`src/rtl/prc_pkg.sv`:
```
package prc_pkg;

    typedef enum logic {
        MERGE_GT = 1'b0,
        MERGE_EQ = 1'b1
    } merge_mode_e;

    // One step of the merge chain: this lane decides unless it compared
    // equal, in which case the less significant remainder decides.
    function automatic logic lane_step(input logic gt_b,
                                       input logic eq_b,
                                       input logic rest_b);
        return gt_b | (eq_b & rest_b);
    endfunction

endpackage

```
`src/rtl/prc_chain.sv`:
```
module prc_chain #(
    parameter int LANES = 3,
    localparam int BW = LANES - 1
) (
    input  logic [LANES-1:0] eq_i,
    input  logic [LANES-1:0] gt_i,
    input  logic [BW-1:0]    bnd_i,
    input  prc_pkg::merge_mode_e mode_i,
    output logic [LANES-1:0] chain_o
);
    import prc_pkg::*;

    logic             end_val;
    logic [LANES-1:0] gt_eff;

    always_comb begin
        end_val = (mode_i == MERGE_EQ);
        gt_eff  = end_val ? '0 : gt_i;
    end

    // Walk from the least significant lane upward so no bit depends on a
    // later assignment in the same vector.
    always_comb begin
        logic acc;
        chain_o = '0;
        acc     = end_val;
        for (int k = LANES - 1; k >= 0; k--) begin
            if (k < LANES - 1) begin
                if (bnd_i[k]) acc = end_val;
            end
            acc        = lane_step(gt_eff[k], eq_i[k], acc);
            chain_o[k] = acc;
        end
    end

    // In equality mode a chain bit can only be set where the lane is equal.
    always_comb begin
        for (int k = 0; k < LANES; k++) begin
            if (mode_i == MERGE_EQ && chain_o[k])
                p_eq_needs_equal_r8: assert (eq_i[k]);
        end
    end

endmodule

```
`src/rtl/prc_start_mask.sv`:
```
module prc_start_mask #(
    parameter int LANES = 3,
    localparam int BW = LANES - 1
) (
    input  logic [BW-1:0]    bnd_i,
    input  logic [LANES-1:0] chain_i,
    output logic [LANES-1:0] res_o
);
    logic [LANES-1:0] head;

    generate
        for (genvar k = 0; k < LANES; k++) begin : g_head
            if (k == 0) begin : g_first
                assign head[k] = 1'b1;
            end else begin : g_rest
                assign head[k] = bnd_i[k-1];
            end
        end
    endgenerate

    assign res_o = chain_i & head;

endmodule

```
`src/rtl/prc_combiner.sv`:
```
module prc_combiner #(
    parameter int LANES = 3,
    localparam int BW = LANES - 1
) (
    input  logic [LANES-1:0] eq_i,
    input  logic [LANES-1:0] gt_i,
    input  logic [BW-1:0]    bnd_i,
    input  logic             mode_sel_i,
    output logic [LANES-1:0] res_o
);
    import prc_pkg::*;

    merge_mode_e      mode_d;
    logic [LANES-1:0] chain_d;

    assign mode_d = merge_mode_e'(mode_sel_i);

    prc_chain #(.LANES(LANES)) u_chain (
        .eq_i    (eq_i),
        .gt_i    (gt_i),
        .bnd_i   (bnd_i),
        .mode_i  (mode_d),
        .chain_o (chain_d)
    );

    prc_start_mask #(.LANES(LANES)) u_mask (
        .bnd_i   (bnd_i),
        .chain_i (chain_d),
        .res_o   (res_o)
    );

    always_comb begin
        if (!mode_sel_i && (&bnd_i))
            p_open_gt_passthru_r1: assert (res_o == gt_i);
        if (mode_sel_i && (&bnd_i))
            p_open_eq_passthru_r5: assert (res_o == eq_i);
        if (mode_sel_i && (bnd_i == '0))
            p_joined_eq_and_r6: assert (res_o[0] == (&eq_i));
        for (int k = 1; k < LANES; k++) begin
            if (!bnd_i[k-1])
                p_inner_lane_zero_r9: assert (!res_o[k]);
        end
    end

endmodule

```
`config.mk`:
```
export PLATFORM = sky130hd
export DESIGN_NAME = prc_combiner
export DESIGN_NICKNAME = d
export VERILOG_FILES = /design/src/rtl/prc_pkg.sv /design/src/rtl/prc_chain.sv /design/src/rtl/prc_start_mask.sv /design/src/rtl/prc_combiner.sv
export SDC_FILE = /design/constraint.sdc
export NUM_CORES = 1
export LEC_CHECK = 0
export ABC_AREA = 1
export BUFFER_PORTS_ARGS = -buffer_cell sky130_fd_sc_hd__buf_2
export CORE_AREA = 2 2 39 41
export DETAILED_ROUTE_END_ITERATION = 12
export DIE_AREA = 0 0 41 43
export GPL_ROUTABILITY_DRIVEN = 0
export SYNTH_ARGS = -nofsm -noshare
export SYNTH_HDL_FRONTEND = slang
export SYNTH_SLANG_ARGS = --single-unit
export TNS_END_PERCENT = 1
```
`constraint.sdc`:
```
create_clock -name vclk -period 0.8
set_input_delay 0.08 -clock vclk [all_inputs]
set_output_delay 0.08 -clock vclk [all_outputs]
set_load 0.01 [all_outputs]
```
Word-level counts from Yosys, hierarchy flattened. Cells that the tools add are included.

Mux-type cells: 3. Bitwise logic cells: 7.

Operators with widths (number): AND 1 bit (3); AND 3 bit (1); 2-to-1 mux 3 bit (1); bitwise OR 1 bit (3); 2-to-1 mux 1 bit (2).

Bits in registers: 0. Output and inout port bits: 3.

Depth between registers and ports, before layout. Gate-level depths: netlist of the first run.

Word-level depth: 9. Mapped depth: 7.

By module. From an unflattened synthesis of the first run, not the netlist that was laid out.

Cell total of the unflattened synthesis: 21. Area total of the unflattened synthesis: 103.8 um^2.

By module, submodules not included: prc_chain (times used 1, cells each 16, area each 81.3 um^2, sequential area each 0.0 um^2); prc_start_mask (times used 1, cells each 5, area each 22.5 um^2, sequential area each 0.0 um^2).

Least setup slack after synthesis of the first run. Ideal clock, no wire load.

Kind: input port to output port. Start point: in mode_sel_i. End point: out res_o[1]. Arrival: 0.520 ns. Path slack: 0.200 ns. Stages: 5. Path through: inv_2 nand2_2 nand3_2 nand2_1 a21oi_1.

Cells in the longest elaborated chain, start to end: 6.

RTL lines: from (decl) (line prc_combiner.sv:8) `input logic mode_sel_i,`; 2-to-1 mux 3 bit / AND 1 bit (equally long branches) (line prc_chain.sv:18, prc_pkg.sv:13); bitwise OR 1 bit (line prc_pkg.sv:13) `return gt_b | (eq_b & rest_b);`; 2-to-1 mux 1 bit (line prc_chain.sv:29) `if (bnd_i[k]) acc = end_val;`; AND 1 bit (line prc_pkg.sv:13); bitwise OR 1 bit * (line prc_pkg.sv:13); AND 3 bit * (line prc_start_mask.sv:21) `assign res_o = chain_i & head;`; to (decl) (line prc_combiner.sv:9) `output logic [LANES-1:0] res_o`.

Every way passes the cells marked *; elsewhere a longest branch is shown, timed or not.

Worst setup path in the final report of the first run. Same ends and word-level chain as after synthesis.

==> results.md, run 1 <==
- Num rows: 14
- Reg area: 0 sq um
- Share of the yosys chip area belonging to registers: 0%
- Met1 wire length: 140 um
- Initial antenna violation count: 0
- GRT Util Overall: 3.20%
- Met3 routed WL: 42 um
- Vias per inst: 3.20
- Placed cell count: 44
- Worst-margin pin slew: 0.142 ns
- CTS Hold Bufs: 0
- Top cells by count, synth: nand2_1 (6), a21oi_1 (2), inv_1 (2)
- Run status: complete, no violations
- Rel. slew slack: 90.5%
- Post-DP HPWL: 241 um
- Max Clk Rate: 1290 MHz
- Fin crit period: 0.775 ns
- Number of global-route vias before repair: 128
- Syn Area/Cell: 5.24 sq um
- Cell Area, Synth: 83.8 sq um
- Net Switching: 49.0 uW
- Crit share post-route: 96.9%
- Metal2 WL: 110 um
- # Post-CTS Setup Buffers: 0
- Max IR drop VDD: 82.6 uV
- N_diodes: 0
- Critical Path AT: 0.69 ns
- Nets: 39
- HP Class: input pin to primary output
- Clk pwr share: 0%
- Endpoints failing hold: 0
- Leakage power total: 0.000112 uW
- Critical path launch point type: input pin
- RSZ-0062 raised after global routing: true
- Internal Power: 48.4 uW
- Endpoints failing setup: 0
- Library cells used by synthesis: 9
- Core ar.: 0.00138 sq mm
- WHS: 0.448 ns
- Via count: 141
- WS Path Type: input pin to primary output
- Data required time of the worst path: 0.72 ns
- Max layer used: met3
- Number of sequential cells: 0
- Die height: 43 um
- Crit Path Max Fanout: 5
- Largest cells by area after synthesis: nand2_1 (27%), a21boi_2 (13%), a21oi_1 (12%)
- Most frequent cell after synthesis: nand2_1
- Port buffer count: 12
- Largest net degree at the start of global routing: 6
- Switch share: 50.3%
- Critical Path End Type: primary output
- Iteration-0 DRC Markers: 0
- First-pass GRT wire length: 414 um
- Yosys top cell area share: 26.9%
- Layout cells sized above 1: 71.4%
- Max Cap Viol: 0
- GR Overflow Total: 0
- Clk_buf instances: 0
- Post-Synthesis Cells: 16
- Die W: 41 um
- Starting density of the core: 6.06%
- PD cells: 490 mW/mm^2
- DRC: 0
- DRT Pass-1 Iters: 1
- Area grow syn2layout: 137%
- Flop pwr share: 0%
- Logic gate share of total power: 100.0%
- Synth area leader: nand2_1
- Synthesis Warnings: 0
- Num ports: 12
- Fin cells: 44
- Total Wirelength: 292 um
- Syn Nets: 25
- Slew Limit Fails: 0
- Antenna viol nets, final: 0
- Die Area: 0.00176 sq mm
- WL/cell: 6.64 um
## repair_timing
item	CTS	global route
hold endpoints to repair	0	0
resized for setup	6	5
pin swaps	2	4
setup endpoints to repair	2	2
## final timing paths
path / startpoint / endpoint / cells past startpoint
hold / removal: gt_i[0] / res_o[0] / 4
setup / recovery: mode_sel_i / res_o[1] / 7
## critical path: stages
cell     delay, ns
buf_8         0.11
inv_6         0.06
nand2_4       0.05
nand3_2       0.05
nand2_2       0.07
a21oi_1       0.13
buf_2         0.14
## layer usage
metal | GRT usage (%) | vias up
met5 | 0 | -
met4 | 0 | 0
met3 | 0 | 0
met2 | 6.25 | 12
met1 | 3.80 | 54
li1 | - | 75
## placed cells by master, fill, tap and decap left out
master,n
inv_2,1
nand2_1,4
a21boi_0,1
buf_2,11
buf_8,1
nand2_2,1
a21oi_1,2
a21boi_2,1
inv_6,1
nand3_2,2
nand2_4,2
inv_1,1
## cell type report
| cell class | count | area, sq um |
|---|---|---|
| Tap cell | 16 | 20.0 |
| Multi-Input combinational cell | 13 | 92.6 |
| Timing Repair Buffer | 12 | 70.1 |
| Fill cell | 159 | 1180 |
| Inverter | 3 | 16.3 |
## logic make-up (layout without fill, tap and decap cells)
logic type	after synthesis	after routing	share of synthesized area [%]
AO/OA/AOI/OAI	4	4	34.3
AND/OR/NAND/NOR	9	9	52.2
buffers and inverters	3	15	13.4
## power by group through the flow
| stage | logic (uW) | registers, uW | clock network [uW] |
|---|---|---|---|
| 5_1_grt | 107 | 0 | 0 |
| 4_1_cts | 88.6 | 0 | 0 |
| 3_3_place_gp | 76.2 | 0 | 0 |
| 2_1_floorplan | 39.1 | 0 | 0 |
| 3_5_place_dp | 77.6 | 0 | 0 |
| 6_report | 97.4 | 0 | 0 |
## through the flow
| stage | total power, uW | setup slack [ns] | area [sq um] | utilization, % | setup TNS (ns) |
|---|---|---|---|---|---|
| global route | 107 | -0.0446 | 199 | 14.4 | -0.0763 |
| floorplan | 39.1 | 0.200 | 83.8 | - | 0 |
| CTS | 88.6 | 0.00211 | 183 | 13.2 | 0 |
| detailed placement | 77.6 | -0.0612 | 164 | 11.8 | -0.100 |
| finish | 97.4 | 0.0250 | 199 | 14.4 | 0 |
| global placement | 76.2 | -0.0574 | 164 | 11.8 | -0.0834 |
Power figures use the tool's default switching activity.
==> run 2: changes to the inputs <==
--- a/config.mk
+++ b/config.mk
@@ -6,10 +6,10 @@
 export NUM_CORES = 1
 export LEC_CHECK = 0
 export ABC_AREA = 1
-export BUFFER_PORTS_ARGS = -buffer_cell sky130_fd_sc_hd__buf_2
 export CORE_AREA = 2 2 39 41
 export DETAILED_ROUTE_END_ITERATION = 12
 export DIE_AREA = 0 0 41 43
+export DONT_BUFFER_PORTS = 1
 export GPL_ROUTABILITY_DRIVEN = 0
 export SYNTH_ARGS = -nofsm -noshare
 export SYNTH_HDL_FRONTEND = slang
==> run 2 against run 1 <==
Total power shrank 54%. Flip-flop and latch count is the same. Global-route usage shrank 1.1 points. Hold slack lost 0.17 ns. Non-clock buffer count shrank 12. Via count shrank 29%. Wire length shrank 23%. Design area shrank 48%. First-iteration DRC count is the same. Critical path type unchanged.
==> results.md, run 2 (synthesis results as in run 1) <==
- Cell Chain, Critical Path: inv_2 > nand2_2 > nand3_2 > nand2_1 > a21oi_1
- Die Area: 0.00176 sq mm
- Max Clk Rate: 1460 MHz
- WL/cell: 7.06 um
- Most common cell after layout, fill and taps aside: nand2_1
- Layout cells sized above 1: 25.0%
- N_diodes: 0
- Worst-margin pin slew: 0.262 ns
- Data required time of the worst path: 0.72 ns
- Reg area: 0 sq um
- Max Cap Viol: 0
- Util after Layout: 7.50%
- Port buffer count: 0
- Commonest cells after routing, fill and taps aside: nand2_1 (6), inv_1 (2), a21oi_1 (2)
- WS Path Type: input pin to primary output
- Die W: 41 um
- Critical-path top delay cell: a21oi_1
- Met1 wire length: 99 um
- Core ar.: 0.00138 sq mm
- Antenna viol nets, final: 0
- Via count: 100
- Setup ws final: 0.116 ns
- Max layer used: met3
- GRT Util Overall: 2.10%
- Area grow syn2layout: 23.9%
- Starting density of the core: 6.06%
- Vias per inst: 3.13
- Leakage power total: 0.0000484 uW
- RSZ-0062 raised after global routing: false
- Total Wirelength: 226 um
- Die height: 43 um
- Setup WS pre-CTS: 0.0885 ns
- DRT Pass-1 Iters: 1
- Metal2 WL: 73 um
- Endpoints failing setup: 0
- Nets: 27
- Slew Limit Fails: 0
- Largest net degree at the start of global routing: 6
- Slowest stage delay, CP: 0.24 ns
- GR Overflow Total: 0
- Number of global-route vias before repair: 84
- Endpoints failing hold: 0
- # Post-CTS Setup Buffers: 0
- Fin crit period: 0.684 ns
- Critical Path AT: 0.60 ns
- Rel. slew slack: 82.6%
- DRC: 0
- Run status: complete, no violations
- HP Class: input pin to primary output
- Num ports: 12
- Iteration-0 DRC Markers: 0
- Num rows: 14
- Met3 routed WL: 53 um
- Max IR drop VDD: 62.2 uV
- Critical Path End Type: primary output
- Number of sequential cells: 0
- First-pass GRT wire length: 262 um
- Post-CTS sizing: 0
- Crit Path Max Fanout: 5
- Setup_tns: 0 ns
- PD cells: 428 mW/mm^2
- CTS Hold Bufs: 0
- Clk_buf instances: 0
- HP Start: bnd_i[0]
- Worst setup startpoint: mode_sel_i
- Critical path launch point type: input pin
- Crit share post-route: 85.5%
- Initial antenna violation count: 0
-- run 2: cell types whose count changed in the layout (fill, tap and decap cells not counted), sizes merged --
| cell | delta |
|---|---|
| buf | -12 |
-- run 2: routing by layer --
metal  vias to the layer above  global-route usage, %
met1                        37                   3.16
met2                        12                   3.44
met4                         0                      0
met3                         0                      0
met5                         -                      0
li1                         51                      -
-- run 2: worst max-delay path: cells and delay by family --
kind / cells / cell delay [ns]
compound gates: 1 / 0.24
simple gates: 3 / 0.19
buf+inv: 1 / 0.08
-- run 2: layout make-up --
type	count	area, sq um
fillers	163	1280
multi-input cells	13	72.6
well taps	16	20.0
inverters	3	11.3
-- run 2: final timing paths --
check / end / cells past startpoint
max: res_o[1] / 5
min: res_o[1] / 2
-- run 2: stage by stage --
step | std cells | hold slack, ns | total power (uW) | cell area [sq um]
3_5_place_dp | 32 | 0.278 | 45.9 | 104
3_3_place_gp | 32 | 0.275 | 43.3 | 104
2_1_floorplan | 16 | 0.266 | 39.1 | 83.8
5_1_grt | 32 | 0.289 | 50.6 | 104
4_1_cts | 32 | 0.278 | 45.9 | 104
6_report | 32 | 0.275 | 44.4 | 104
-- run 2: report_power, final --
| part | switching, uW | internal [uW] | leakage [uW] |
|---|---|---|---|
| clock | 0 | 0 | 0 |
| combinational | 28.6 | 15.8 | 0.0000484 |
| sequential | 0 | 0 | 0 |
==> run 3: changes to the inputs <==
--- a/config.mk
+++ b/config.mk
@@ -11,6 +11,7 @@
 export DIE_AREA = 0 0 41 43
 export DONT_BUFFER_PORTS = 1
 export GPL_ROUTABILITY_DRIVEN = 0
+export PLACE_DENSITY = 0.3
 export SYNTH_ARGS = -nofsm -noshare
 export SYNTH_HDL_FRONTEND = slang
 export SYNTH_SLANG_ARGS = --single-unit
==> run 3 against run 2 <==
Critical path depth unchanged. Highest routed layer unchanged. Largest power group unchanged. First-iteration DRC count is the same. Sequential share of layout area is the same. Combinational power down 1%. Die area unchanged. Via count rose by 1.0%. Fmax increased by 0.83%. Non-clock buffer count did not move. Wire length grew 11%. Largest cell class unchanged. Setup slack improved by 0.0056 ns. Global-route usage increased by 0.90 points. Critical endpoint unchanged. Hold slack better by 0.0058 ns.
==> results.md, run 3 (synthesis results as in run 1) <==
- Run status: complete, no violations
- Die height: 43 um
- Post-DP HPWL: 239 um
- Port buffer count: 0
- Setup ws final: 0.122 ns
- Via count: 101
- Clk_buf instances: 0
- DRT Pass-1 Iters: 1
- First-pass GRT wire length: 379 um
- Critical path launch point type: input pin
- GRT busiest layer: met1
- Starting density of the core: 6.06%
- Cell family with most CP delay: compound AO/OA/AOI/OAI gates
- Global routing met2 resource utilization: 4.38%
- Critical Path AT: 0.60 ns
- Cell Chain, Critical Path: inv_2 > nand2_2 > nand3_2 > nand2_1 > a21oi_1
- Max Clk Rate: 1470 MHz
- Critical-path top delay cell: a21oi_1
- Endpoints failing hold: 0
- Layout cells sized above 1: 25.0%
- Util after Layout: 7.50%
- Data required time of the worst path: 0.72 ns
- Total Wirelength: 250 um
- Crit share post-route: 84.8%
- Max Cap Viol: 0
- Endpoints failing setup: 0
- WHS: 0.281 ns
- Antenna viol nets, final: 0
- Crit Path Max Fanout: 5
- Num ports: 12
- Initial antenna violation count: 0
- Nets: 27
- Bufs and invs on worst path: 1
- WL/cell: 7.81 um
- Met1 usage: 5.06%
- Number of sequential cells: 0
- Most common cell after layout, fill and taps aside: nand2_1
- Reg area: 0 sq um
- Area grow syn2layout: 23.9%
- Setup_tns: 0 ns
- Setup WS pre-CTS: 0.0907 ns
- Num rows: 14
- Die W: 41 um
- HP Class: input pin to primary output
- RSZ-0062 raised after global routing: false
- # Post-CTS Setup Buffers: 0
- WS Path Type: input pin to primary output
- N_diodes: 0
- Iteration-0 DRC Markers: 0
- Largest net degree at the start of global routing: 6
- Fin crit period: 0.678 ns
- Max IR drop VDD: 53.4 uV
- M3 GR Usage: 0%
- Number of global-route vias before repair: 90
- Leakage power total: 0.0000484 uW
- GR Overflow Total: 0
- Critical Path End Type: primary output
- Die Area: 0.00176 sq mm
- Post-CTS sizing: 0
- Vias per inst: 3.16
- Rel. slew slack: 81.2%
- Commonest cells after routing, fill and taps aside: nand2_1 (6), inv_1 (2), a21oi_1 (2)
- DRC: 0
- PD cells: 422 mW/mm^2
- Core ar.: 0.00138 sq mm
- Worst-margin pin slew: 0.282 ns
- Fill cell count: 168
- Slowest stage delay, CP: 0.25 ns
- Slew Limit Fails: 0
- GRT Util Overall: 3.00%
- CTS Hold Bufs: 0
[run 3: cell counts in the layout (fill, tap and decap cells not counted)]
No cell type changed its count.
[run 3: layout make-up]
class	count	area, sq um	area share [%]
Inverter	3	11.3	10.8
Tap cell	16	20.0	19.3
Multi-Input combinational cell	13	72.6	69.9
[run 3: stage by stage]
step           std cells  total power (uW)  cell area, sq um
5_1_grt               32              50.8               104
3_3_place_gp          32              44.9               104
4_1_cts               32              45.6               104
2_1_floorplan         16              39.1              83.8
3_5_place_dp          32              45.5               104
6_report              32              43.9               104
[run 3: routing by layer]
metal  up-vias  wire length [um]  part of all wire, %
met5         -                 0                    0
met4         0                 0                    0
met3         0                46                   18
met2         8               107                   43
met1        42                96                   38
li1         51                 -                    -
[run 3: final timing paths]
check	startpoint	to	slack [ns]	depth (start not counted)
min	bnd_i[0]	res_o[1]	0.28	2
max	mode_sel_i	res_o[1]	0.12	5
[run 3: report_power, final]
part           internal, uW  total [uW]  switching, uW
Combinational          15.8        43.9           28.1
Clock                     0           0              0
Sequential                0           0              0
Total                  15.8        43.9           28.1
